<file path="config.mk">
export PLATFORM = sky130hd
export DESIGN_NAME = isr_unit
export DESIGN_NICKNAME = d
export VERILOG_FILES = /design/src/rtl/isr_pkg.sv /design/src/rtl/isr_raw_status.sv /design/src/rtl/isr_mask_ctl.sv /design/src/rtl/isr_irq_gate.sv /design/src/rtl/isr_unit.sv
export SDC_FILE = /design/constraint.sdc
export NUM_CORES = 1
export LEC_CHECK = 0
export BUFFER_PORTS_ARGS = -buffer_cell sky130_fd_sc_hd__buf_2
export CORE_AREA = 2 2 101 113
export DETAILED_ROUTE_END_ITERATION = 10
export DIE_AREA = 0 0 103 115
export GPL_TIMING_DRIVEN = 0
export REMOVE_ABC_BUFFERS = 1
export SYNTH_ARGS = -nofsm -noshare
export SYNTH_HDL_FRONTEND = slang
export SYNTH_HIERARCHICAL = 1
export SYNTH_SLANG_ARGS = --single-unit
</file>
<file path="constraint.sdc">
create_clock -name clk -period 4.2 [get_ports clk]
set_clock_uncertainty 0.1 [all_clocks]
set_input_delay 0.21 -clock clk [delete_from_list [all_inputs] [get_ports clk]]
set_output_delay 0.21 -clock clk [all_outputs]
set_load 0.01 [all_outputs]
</file>
<file path="src/rtl/isr_pkg.sv">
// Package: shared constants and select codes for the interrupt status unit.
// Assumes a 32-bit register port; bit positions are fixed by software decode.
package isr_pkg;

    localparam int DW = 32;

    // raw status bit positions (decoded by software, so fixed)
    localparam int B_NO_RESP   = 1;
    localparam int B_CMD_DONE  = 2;
    localparam int B_DATA_DONE = 3;
    localparam int B_AUTO_DONE = 14;
    localparam int B_SDIO      = 16;
    localparam int B_CARD_IN   = 30;
    localparam int B_CARD_OUT  = 31;

    // status register card-present position and control enable position
    localparam int B_PRESENT   = 8;
    localparam int B_IRQ_EN    = 4;

    localparam logic [DW-1:0] RAW_IMPL =
        (DW'(1) << B_NO_RESP)  | (DW'(1) << B_CMD_DONE) |
        (DW'(1) << B_DATA_DONE)| (DW'(1) << B_AUTO_DONE)|
        (DW'(1) << B_SDIO)     | (DW'(1) << B_CARD_IN)  |
        (DW'(1) << B_CARD_OUT);

    localparam int SEL_W = 3;

    typedef enum logic [SEL_W-1:0] {
        SEL_CTRL   = 3'd0,
        SEL_MASK   = 3'd1,
        SEL_MSTAT  = 3'd2,
        SEL_RSTAT  = 3'd3,
        SEL_STATUS = 3'd4
    } isr_sel_e;

endpackage

</file>
<file path="src/rtl/isr_raw_status.sv">
// Module: raw status register plus card-present flag.
// Merges hardware set pulses with software write-one-to-clear; a set always
// beats a clear of the same bit. Card insert/remove kill each other's bit.
// Assumes the caller has already resolved insert-vs-remove in one cycle.
module isr_raw_status
    import isr_pkg::*;
(
    input  logic          clk,
    input  logic          rst_n,
    input  logic [DW-1:0] set_vec,
    input  logic          card_in,
    input  logic          card_out,
    input  logic [DW-1:0] sw_clr,
    input  logic          sw_clr_present,
    output logic [DW-1:0] raw_q,
    output logic          present_q
);

    logic [DW-1:0] card_kill;
    logic [DW-1:0] raw_d;
    logic          present_d;

    // Purpose: bits forced low by the opposite card event
    always_comb begin
        card_kill = '0;
        card_kill[B_CARD_OUT] = card_in;
        card_kill[B_CARD_IN]  = card_out;
    end

    // Purpose: next raw value, clear first then set so the set wins
    always_comb begin
        raw_d = ((raw_q & ~sw_clr & ~card_kill) | set_vec) & RAW_IMPL;
    end

    // Purpose: next card-present flag, card events override software clear
    always_comb begin
        if (card_out)
            present_d = 1'b0;
        else if (card_in)
            present_d = 1'b1;
        else if (sw_clr_present)
            present_d = 1'b0;
        else
            present_d = present_q;
    end

    // Purpose: state registers with synchronous reset
    always_ff @(posedge clk) begin
        if (!rst_n) begin
            raw_q     <= '0;
            present_q <= 1'b1;
        end else begin
            raw_q     <= raw_d;
            present_q <= present_d;
        end
    end

endmodule

</file>
<file path="src/rtl/isr_mask_ctl.sv">
// Module: interrupt mask register and global enable bit.
// Assumes write strobes are already decoded from the select code.
module isr_mask_ctl
    import isr_pkg::*;
(
    input  logic          clk,
    input  logic          rst_n,
    input  logic          mask_we,
    input  logic          en_we,
    input  logic [DW-1:0] wdata,
    output logic [DW-1:0] mask_q,
    output logic          en_q
);

    // Purpose: hold mask and enable, load on their write strobes
    always_ff @(posedge clk) begin
        if (!rst_n) begin
            mask_q <= '0;
            en_q   <= 1'b0;
        end else begin
            if (mask_we)
                mask_q <= wdata;
            if (en_we)
                en_q <= wdata[B_IRQ_EN];
        end
    end

endmodule

</file>
<file path="src/rtl/isr_irq_gate.sv">
// Module: masked status view and registered, enable-gated interrupt line.
// Assumes one cycle of output latency is acceptable to the interrupt fabric.
module isr_irq_gate
    import isr_pkg::*;
(
    input  logic          clk,
    input  logic          rst_n,
    input  logic [DW-1:0] raw,
    input  logic [DW-1:0] mask,
    input  logic          en,
    output logic [DW-1:0] masked,
    output logic          irq_q
);

    // Purpose: masked status as seen by software
    always_comb begin
        masked = raw & mask;
    end

    // Purpose: register the gated OR so the output is glitch free
    always_ff @(posedge clk) begin
        if (!rst_n)
            irq_q <= 1'b0;
        else
            irq_q <= en & (|masked);
    end

endmodule

</file>
<file path="src/rtl/isr_unit.sv">
// Module: top of the interrupt status unit.
// Decodes the register port, builds the event set vector, resolves the
// insert/remove collision (removal wins) and muxes read data.
// Assumes event inputs are single-cycle pulses synchronous to clk.
module isr_unit
    import isr_pkg::*;
(
    input  logic        clk,
    input  logic        rst_n,
    input  logic        ev_cmd_done,
    input  logic        ev_no_resp,
    input  logic        ev_data_done,
    input  logic        ev_auto_done,
    input  logic        ev_sdio,
    input  logic        cd_insert,
    input  logic        cd_remove,
    input  logic        reg_wr,
    input  logic [2:0]  reg_sel,
    input  logic [31:0] reg_wdata,
    output logic [31:0] reg_rdata,
    output logic        irq
);

    isr_sel_e      sel;
    logic          ins_eff;
    logic [DW-1:0] set_vec;
    logic [DW-1:0] sw_clr;
    logic          sw_clr_present;
    logic [DW-1:0] raw_q;
    logic          present_q;
    logic [DW-1:0] mask_q;
    logic          en_q;
    logic [DW-1:0] masked;

    // Purpose: typed view of the select code
    always_comb sel = isr_sel_e'(reg_sel);

    // Purpose: removal beats insertion within one cycle
    always_comb ins_eff = cd_insert & ~cd_remove;

    // Purpose: gather event pulses into the raw bit layout
    always_comb begin
        set_vec = '0;
        set_vec[B_NO_RESP]   = ev_no_resp;
        set_vec[B_CMD_DONE]  = ev_cmd_done;
        set_vec[B_DATA_DONE] = ev_data_done;
        set_vec[B_AUTO_DONE] = ev_auto_done;
        set_vec[B_SDIO]      = ev_sdio;
        set_vec[B_CARD_IN]   = ins_eff;
        set_vec[B_CARD_OUT]  = cd_remove;
    end

    // Purpose: software clear requests from both status addresses
    always_comb begin
        sw_clr         = (reg_wr && (sel == SEL_RSTAT || sel == SEL_MSTAT)) ? reg_wdata : '0;
        sw_clr_present = reg_wr && (sel == SEL_STATUS) && reg_wdata[B_PRESENT];
    end

    isr_raw_status u_raw (
        .clk            (clk),
        .rst_n          (rst_n),
        .set_vec        (set_vec),
        .card_in        (ins_eff),
        .card_out       (cd_remove),
        .sw_clr         (sw_clr),
        .sw_clr_present (sw_clr_present),
        .raw_q          (raw_q),
        .present_q      (present_q)
    );

    isr_mask_ctl u_mask (
        .clk     (clk),
        .rst_n   (rst_n),
        .mask_we (reg_wr && sel == SEL_MASK),
        .en_we   (reg_wr && sel == SEL_CTRL),
        .wdata   (reg_wdata),
        .mask_q  (mask_q),
        .en_q    (en_q)
    );

    isr_irq_gate u_gate (
        .clk    (clk),
        .rst_n  (rst_n),
        .raw    (raw_q),
        .mask   (mask_q),
        .en     (en_q),
        .masked (masked),
        .irq_q  (irq)
    );

    // Purpose: combinational read mux
    always_comb begin
        reg_rdata = '0;
        case (sel)
            SEL_CTRL:   reg_rdata[B_IRQ_EN]  = en_q;
            SEL_MASK:   reg_rdata            = mask_q;
            SEL_MSTAT:  reg_rdata            = masked;
            SEL_RSTAT:  reg_rdata            = raw_q;
            SEL_STATUS: reg_rdata[B_PRESENT] = present_q;
            default:    reg_rdata            = '0;
        endcase
    end

endmodule

</file>
==> flow_summary.toml, run 1 <==
[grt]
grtUsageTotal_pct = 12.9
grt_use_met3_pct = 3.04
grt_pass1_wl_um = 11900
grt_max_degree = 69
use_met1_pct = 15.9
overflow = 0
first_global_vias = 2414
global_route.usage.met2_pct = 22.6
antenna_found_initial = 0
busiest_layer = "met2"

[critical_path]
required_ns = 4.28
worst_setup_path_start_kind = "primary input"
rrSetupSlack_ns = 2.23
rr_endpoint = "u_gate/irq_q"
path_class = "in2reg"
path_max_fanout = 67
worstPathArrival_ns = 2.73
worstSetupEndpointType = "flop"
reg2reg_depth = 4
reg2reg_from = "u_raw/raw_q[3]"

[clock_network]
cts_num_sinks = 42
cts_max_path_buffers = 2
h-tree-depth = 2
cts_setup_buffers = 0
cts_buffers = 5
clkTransAtPathRegs_ns = 0.06
cts_root_buf = "clkbuf_16"
cts_repair_resize_count = 0
cts_hold_buf = 0
clkLatencyLatePin_ns = 0.28
cts_tree = "built"

[flow_run]
max_cap_viol_count = 0

[layout]
final_cell_mix = "buf_2, mux2i_1, dfxtp_1"
area_growth_pct = 14.7
fillers = 1169
fin_util_pct = 33.1
final_common_cell = "buf_2"
layout.nets = 436
drive_above_1_share_pct = 25.0
final_area_um2 = 3550
n_antenna_cell = 0

[routing]
routed_via_density = 4.58
wl_um = 7490
drc = 0
wl_per_cell_um = 13.9
antenna_left = 0
drtIter0Drc = 60
vias = 2468
firstDrtPassIters = 4

[die]
die_y_um = 115
core_area_um2 = 10700
io_pins = 78
die_w_um = 103
fp-row-count = 40
start_util_pct = 28.9
die_area_um2 = 11800

[logic_synthesis]
synth_area_um2 = 3100
avgSynthCellArea_um2 = 9.24
yosys_warnings = 6
synthCells = 335

[placement]
portBuffers = 77
placed_cell_area_um2 = 3380
place_congestion = 0.675
dpl.hpwl_um = 5080
pre_cts_slack_ns = 1.22

[pwr]
p_leak_nw = 1.50
cellPowerDensity_nw_per_um2 = 288
total_power_mw = 1.02
ir_drop_uv = 132

[worst_hold_path]
whs_endpoint = "u_raw/raw_q[16]"
hold_start = "ev_sdio"
hp-class = "in2reg"
whs_path_depth = 2

[timing]
finalCriticalPeriod_ns = 2.66
hold_viol = 0
finalSetupViolCount = 0
max-slew-margin-rel_pct = 15.7
finalCritPeriodShare_pct = 63.2
worst_slack_ns = 1.54
fin_setup_tns_ns = 0
tightest_slew_ns = 1.26
rsz0062_at_grt = "no"
drv_slew = 0
max_freq_mhz = 377

[outcome]
status = "finished clean"
[sequential cells by signal (all words and copies together) (netlist names)]
signal,count
u_gate/irq_q,1
u_mask/mask_q,32
u_raw/raw_q,7
u_raw/present_q,1
u_mask/en_q,1
[report_power, final]
group / total (mW) / switching [mW] / leakage, nW / internal, mW
logic: 0.173 / 0.0942 / 1.08 / 0.0789
registers: 0.418 / 0.00725 / 0.342 / 0.411
clock network: 0.432 / 0.162 / 0.0832 / 0.269
[cell type report]
type | count | area, um2 | area share (%)
Inverter | 2 | 7.51 | 0.211
Sequential cell | 42 | 841 | 23.7
Multi-Input combinational cell | 260 | 1920 | 54.0
Clock buffer | 8 | 166 | 4.69
Timing Repair Buffer | 80 | 433 | 12.2
Tap cell | 147 | 184 | 5.18
[stage by stage]
stage,instances,hold slack [ns]
2_1_floorplan,304,0.194
3_3_place_gp,528,0.320
3_5_place_dp,531,0.326
4_1_cts,539,0.0246
5_1_grt,539,0.0311
6_report,539,0.0350
[critical path, stage by stage]
cell and delay, ns:
buf_2 0.90, nor4bb_4 0.90, buf_8 0.24, buf_8 0.15
mux2i_1 0.19, nor2b_1 0.06
[worst max path at each step]
stage               start                 to  slack (ns)  cells after the start
2_1_floorplan  reg_sel[2]   u_mask/mask_q[0]       -1.15                      3
3_3_place_gp   reg_sel[0]  u_mask/mask_q[21]       -4.60                      4
3_5_place_dp   reg_sel[0]  u_mask/mask_q[18]        1.22                      6
4_1_cts        reg_sel[0]  u_mask/mask_q[18]        1.50                      6
5_1_grt        reg_sel[0]  u_mask/mask_q[25]        1.34                      6
6_report       reg_sel[0]  u_mask/mask_q[18]        1.54                      6
[layer usage]
metal | up-vias | routed length, um
met5 | - | 0
met4 | 0 | 75
met3 | 5 | 304
met2 | 51 | 3650
met1 | 1156 | 3460
li1 | 1256 | -
No activity file was read; power rests on OpenSTA's default activity.
==> inputs of run 2 (changes only) <==
Clock period 4.2 ns to 2.6 ns, I/O delays scaled along.
==> run 2 against run 1 <==
Net effect: power increased by 62%; highest routed layer unchanged; largest cell class unchanged; sequential share of layout area fell by 0.54 points; critical endpoint unchanged; combinational power rose by 66%; final area is 2.3% higher; final cell count up 1.5%; die area is the same; worst hold slack lost 0.029 ns; wire length is 0.84% higher; worst setup slack worse by 1.1 ns; non-clock buffer count up 8; sequential power rose by 61%; flip-flop and latch count stayed put.
==> flow_summary.toml, run 2 (synthesized netlist as in run 1, its figures left out) <==
[pwr]
power_switching_uw = 428
clockPowerShare_pct = 42.0
power.internal_mw = 1.23
seqPwrFrac_pct = 40.6
total_power_mw = 1.66
cellPowerDensity_nw_per_um2 = 458
p_comb_share_pct = 17.4
p_leak_nw = 1.54
ir_drop_uv = 213
switching_share_pct = 25.8

[critical_path]
worst_setup_path_start_kind = "primary input"
cp_common_cell = "buf_8"
worstSetupEndpointType = "flop"
rrSetupSlack_ns = 0.63
required_ns = 2.68
reg2reg_from = "u_raw/raw_q[3]"
worstPathArrival_ns = 2.24
cp.buffers_inverters = 3
slowest_delay_ns = 0.86
rr_endpoint = "u_gate/irq_q"
crit_chain = "buf_4 > nor4bb_4 > buf_8 > buf_8 > mux2i_1 > nor2b_1"
path_class = "in2reg"
slowest_stage = "nor4bb_4"
critPathTopFamily = "buffers and inverters"
path_max_fanout = 67
reg2reg_depth = 4

[layout]
final_common_cell = "buf_2"
drive_above_1_share_pct = 24.5
regMostFlops = "u_mask/mask_q"
multi_input_area_um2 = 1920
area_growth_pct = 17.3
final_area_um2 = 3630
fillers = 1156
n_antenna_cell = 0
ff_latch_area_um2 = 841
reg_top3 = "u_mask/mask_q (32), u_raw/raw_q (7)"
layout.nets = 444
largest_reg_flops = 32
instances_no_fill = 547
final_cell_mix = "buf_2, mux2i_1, dfxtp_1"
fin_util_pct = 33.9

[die]
io_pins = 78
fp-row-count = 40
die_y_um = 115
die_w_um = 103
die_area_um2 = 11800
start_util_pct = 28.9
core_area_um2 = 10700

[routing]
firstDrtPassIters = 4
wl_per_cell_um = 13.8
drtIter0Drc = 63
drc = 0
vias = 2499
antenna_left = 0
routed_via_density = 4.57
wl_um = 7550

[clock_network]
cts_max_path_buffers = 2
cts_setup_buffers = 0
h-tree-depth = 2
cts_num_sinks = 42
cts_tree = "built"
clkTransAtPathRegs_ns = 0.06
clkLatencyLatePin_ns = 0.28
cts_buffers = 5
cts_root_buf = "clkbuf_16"

[worst_hold_path]
hold_start = "reg_wdata[9]"
hp-class = "in2reg"
whs_endpoint = "u_mask/mask_q[9]"
whs_path_depth = 3

[timing]
finalSetupViolCount = 0
finalCriticalPeriod_ns = 2.17
whs_ns = 0.00595
drv_slew = 0
tightest_slew_ns = 0.925
finalCritPeriodShare_pct = 83.3
fin_setup_tns_ns = 0
max_freq_mhz = 462
rsz0062_at_grt = "no"
worst_slack_ns = 0.434
max-slew-margin-rel_pct = 38.3
hold_viol = 0

[grt]
overflow = 0
grtUsageTotal_pct = 12.9
grt_pass1_wl_um = 11900
grt_max_degree = 69
first_global_vias = 2432
antenna_found_initial = 0

[placement]
dpl.hpwl_um = 5080
pre_cts_slack_ns = -0.302
placed_cell_area_um2 = 3380
place_congestion = 0.675
place_inst = 531
portBuffers = 77

[flow_run]
max_cap_viol_count = 0

[outcome]
status = "finished clean"
==> run 2: cell count changes in the layout (fill, tap and decap cells not counted) <==
cell	change
dlygate4sd3_1	+8
buf_2	-1
buf_4	+1
==> run 2: tightest hold or removal path, stage by stage <==
cell     delay (ns)
buf_2          0.08
mux2i_1        0.05
nor2b_1        0.09
==> run 2: power by group through the flow <==
stage	logic, mW	registers (mW)	clock network (mW)
6_report	0.288	0.675	0.698
5_1_grt	0.321	0.678	0.751
4_1_cts	0.291	0.675	0.728
3_5_place_dp	0.280	0.690	0
3_3_place_gp	0.276	0.688	0
2_1_floorplan	0.143	0.686	0
==> run 2: worst max path at each step <==
| stage | cells past startpoint | slack (ns) | endpoint | start |
|---|---|---|---|---|
| 6_report | 6 | 0.43 | u_mask/mask_q[18] | reg_sel[0] |
| 4_1_cts | 6 | 0.38 | u_mask/mask_q[18] | reg_sel[0] |
| 3_3_place_gp | 4 | -6.12 | u_mask/mask_q[21] | reg_sel[0] |
| 5_1_grt | 6 | 0.27 | u_mask/mask_q[25] | reg_sel[0] |
| 2_1_floorplan | 3 | -2.67 | u_mask/mask_q[0] | reg_sel[2] |
| 3_5_place_dp | 6 | -0.30 | u_mask/mask_q[18] | reg_sel[0] |
==> run 2: layout make-up <==
class                      instances  area share (%)
clock buffer                       8            4.58
inverter                           2           0.207
multi-input combinational        260            52.8
sequential                        42            23.1
tap                              147            5.06
timing repair buffer              88            14.2
==> run 2: per-layer routing <==
metal,part of all wire (%),GRT usage (%),vias to the layer above,routed length [um]
met3,3.9,2.92,5,297
met2,49,22.8,51,3690
met4,0.99,3.16,0,75
met5,0,0,-,0
li1,-,-,1272,-
met1,46,15.9,1171,3490
==> run 2: repair_timing <==
action | CTS | global route
resized for setup | 1 | 0
endpoints found under the setup margin | 4 | 0
hold buffers | 8 | 0
endpoints found under the hold margin | 8 | 0
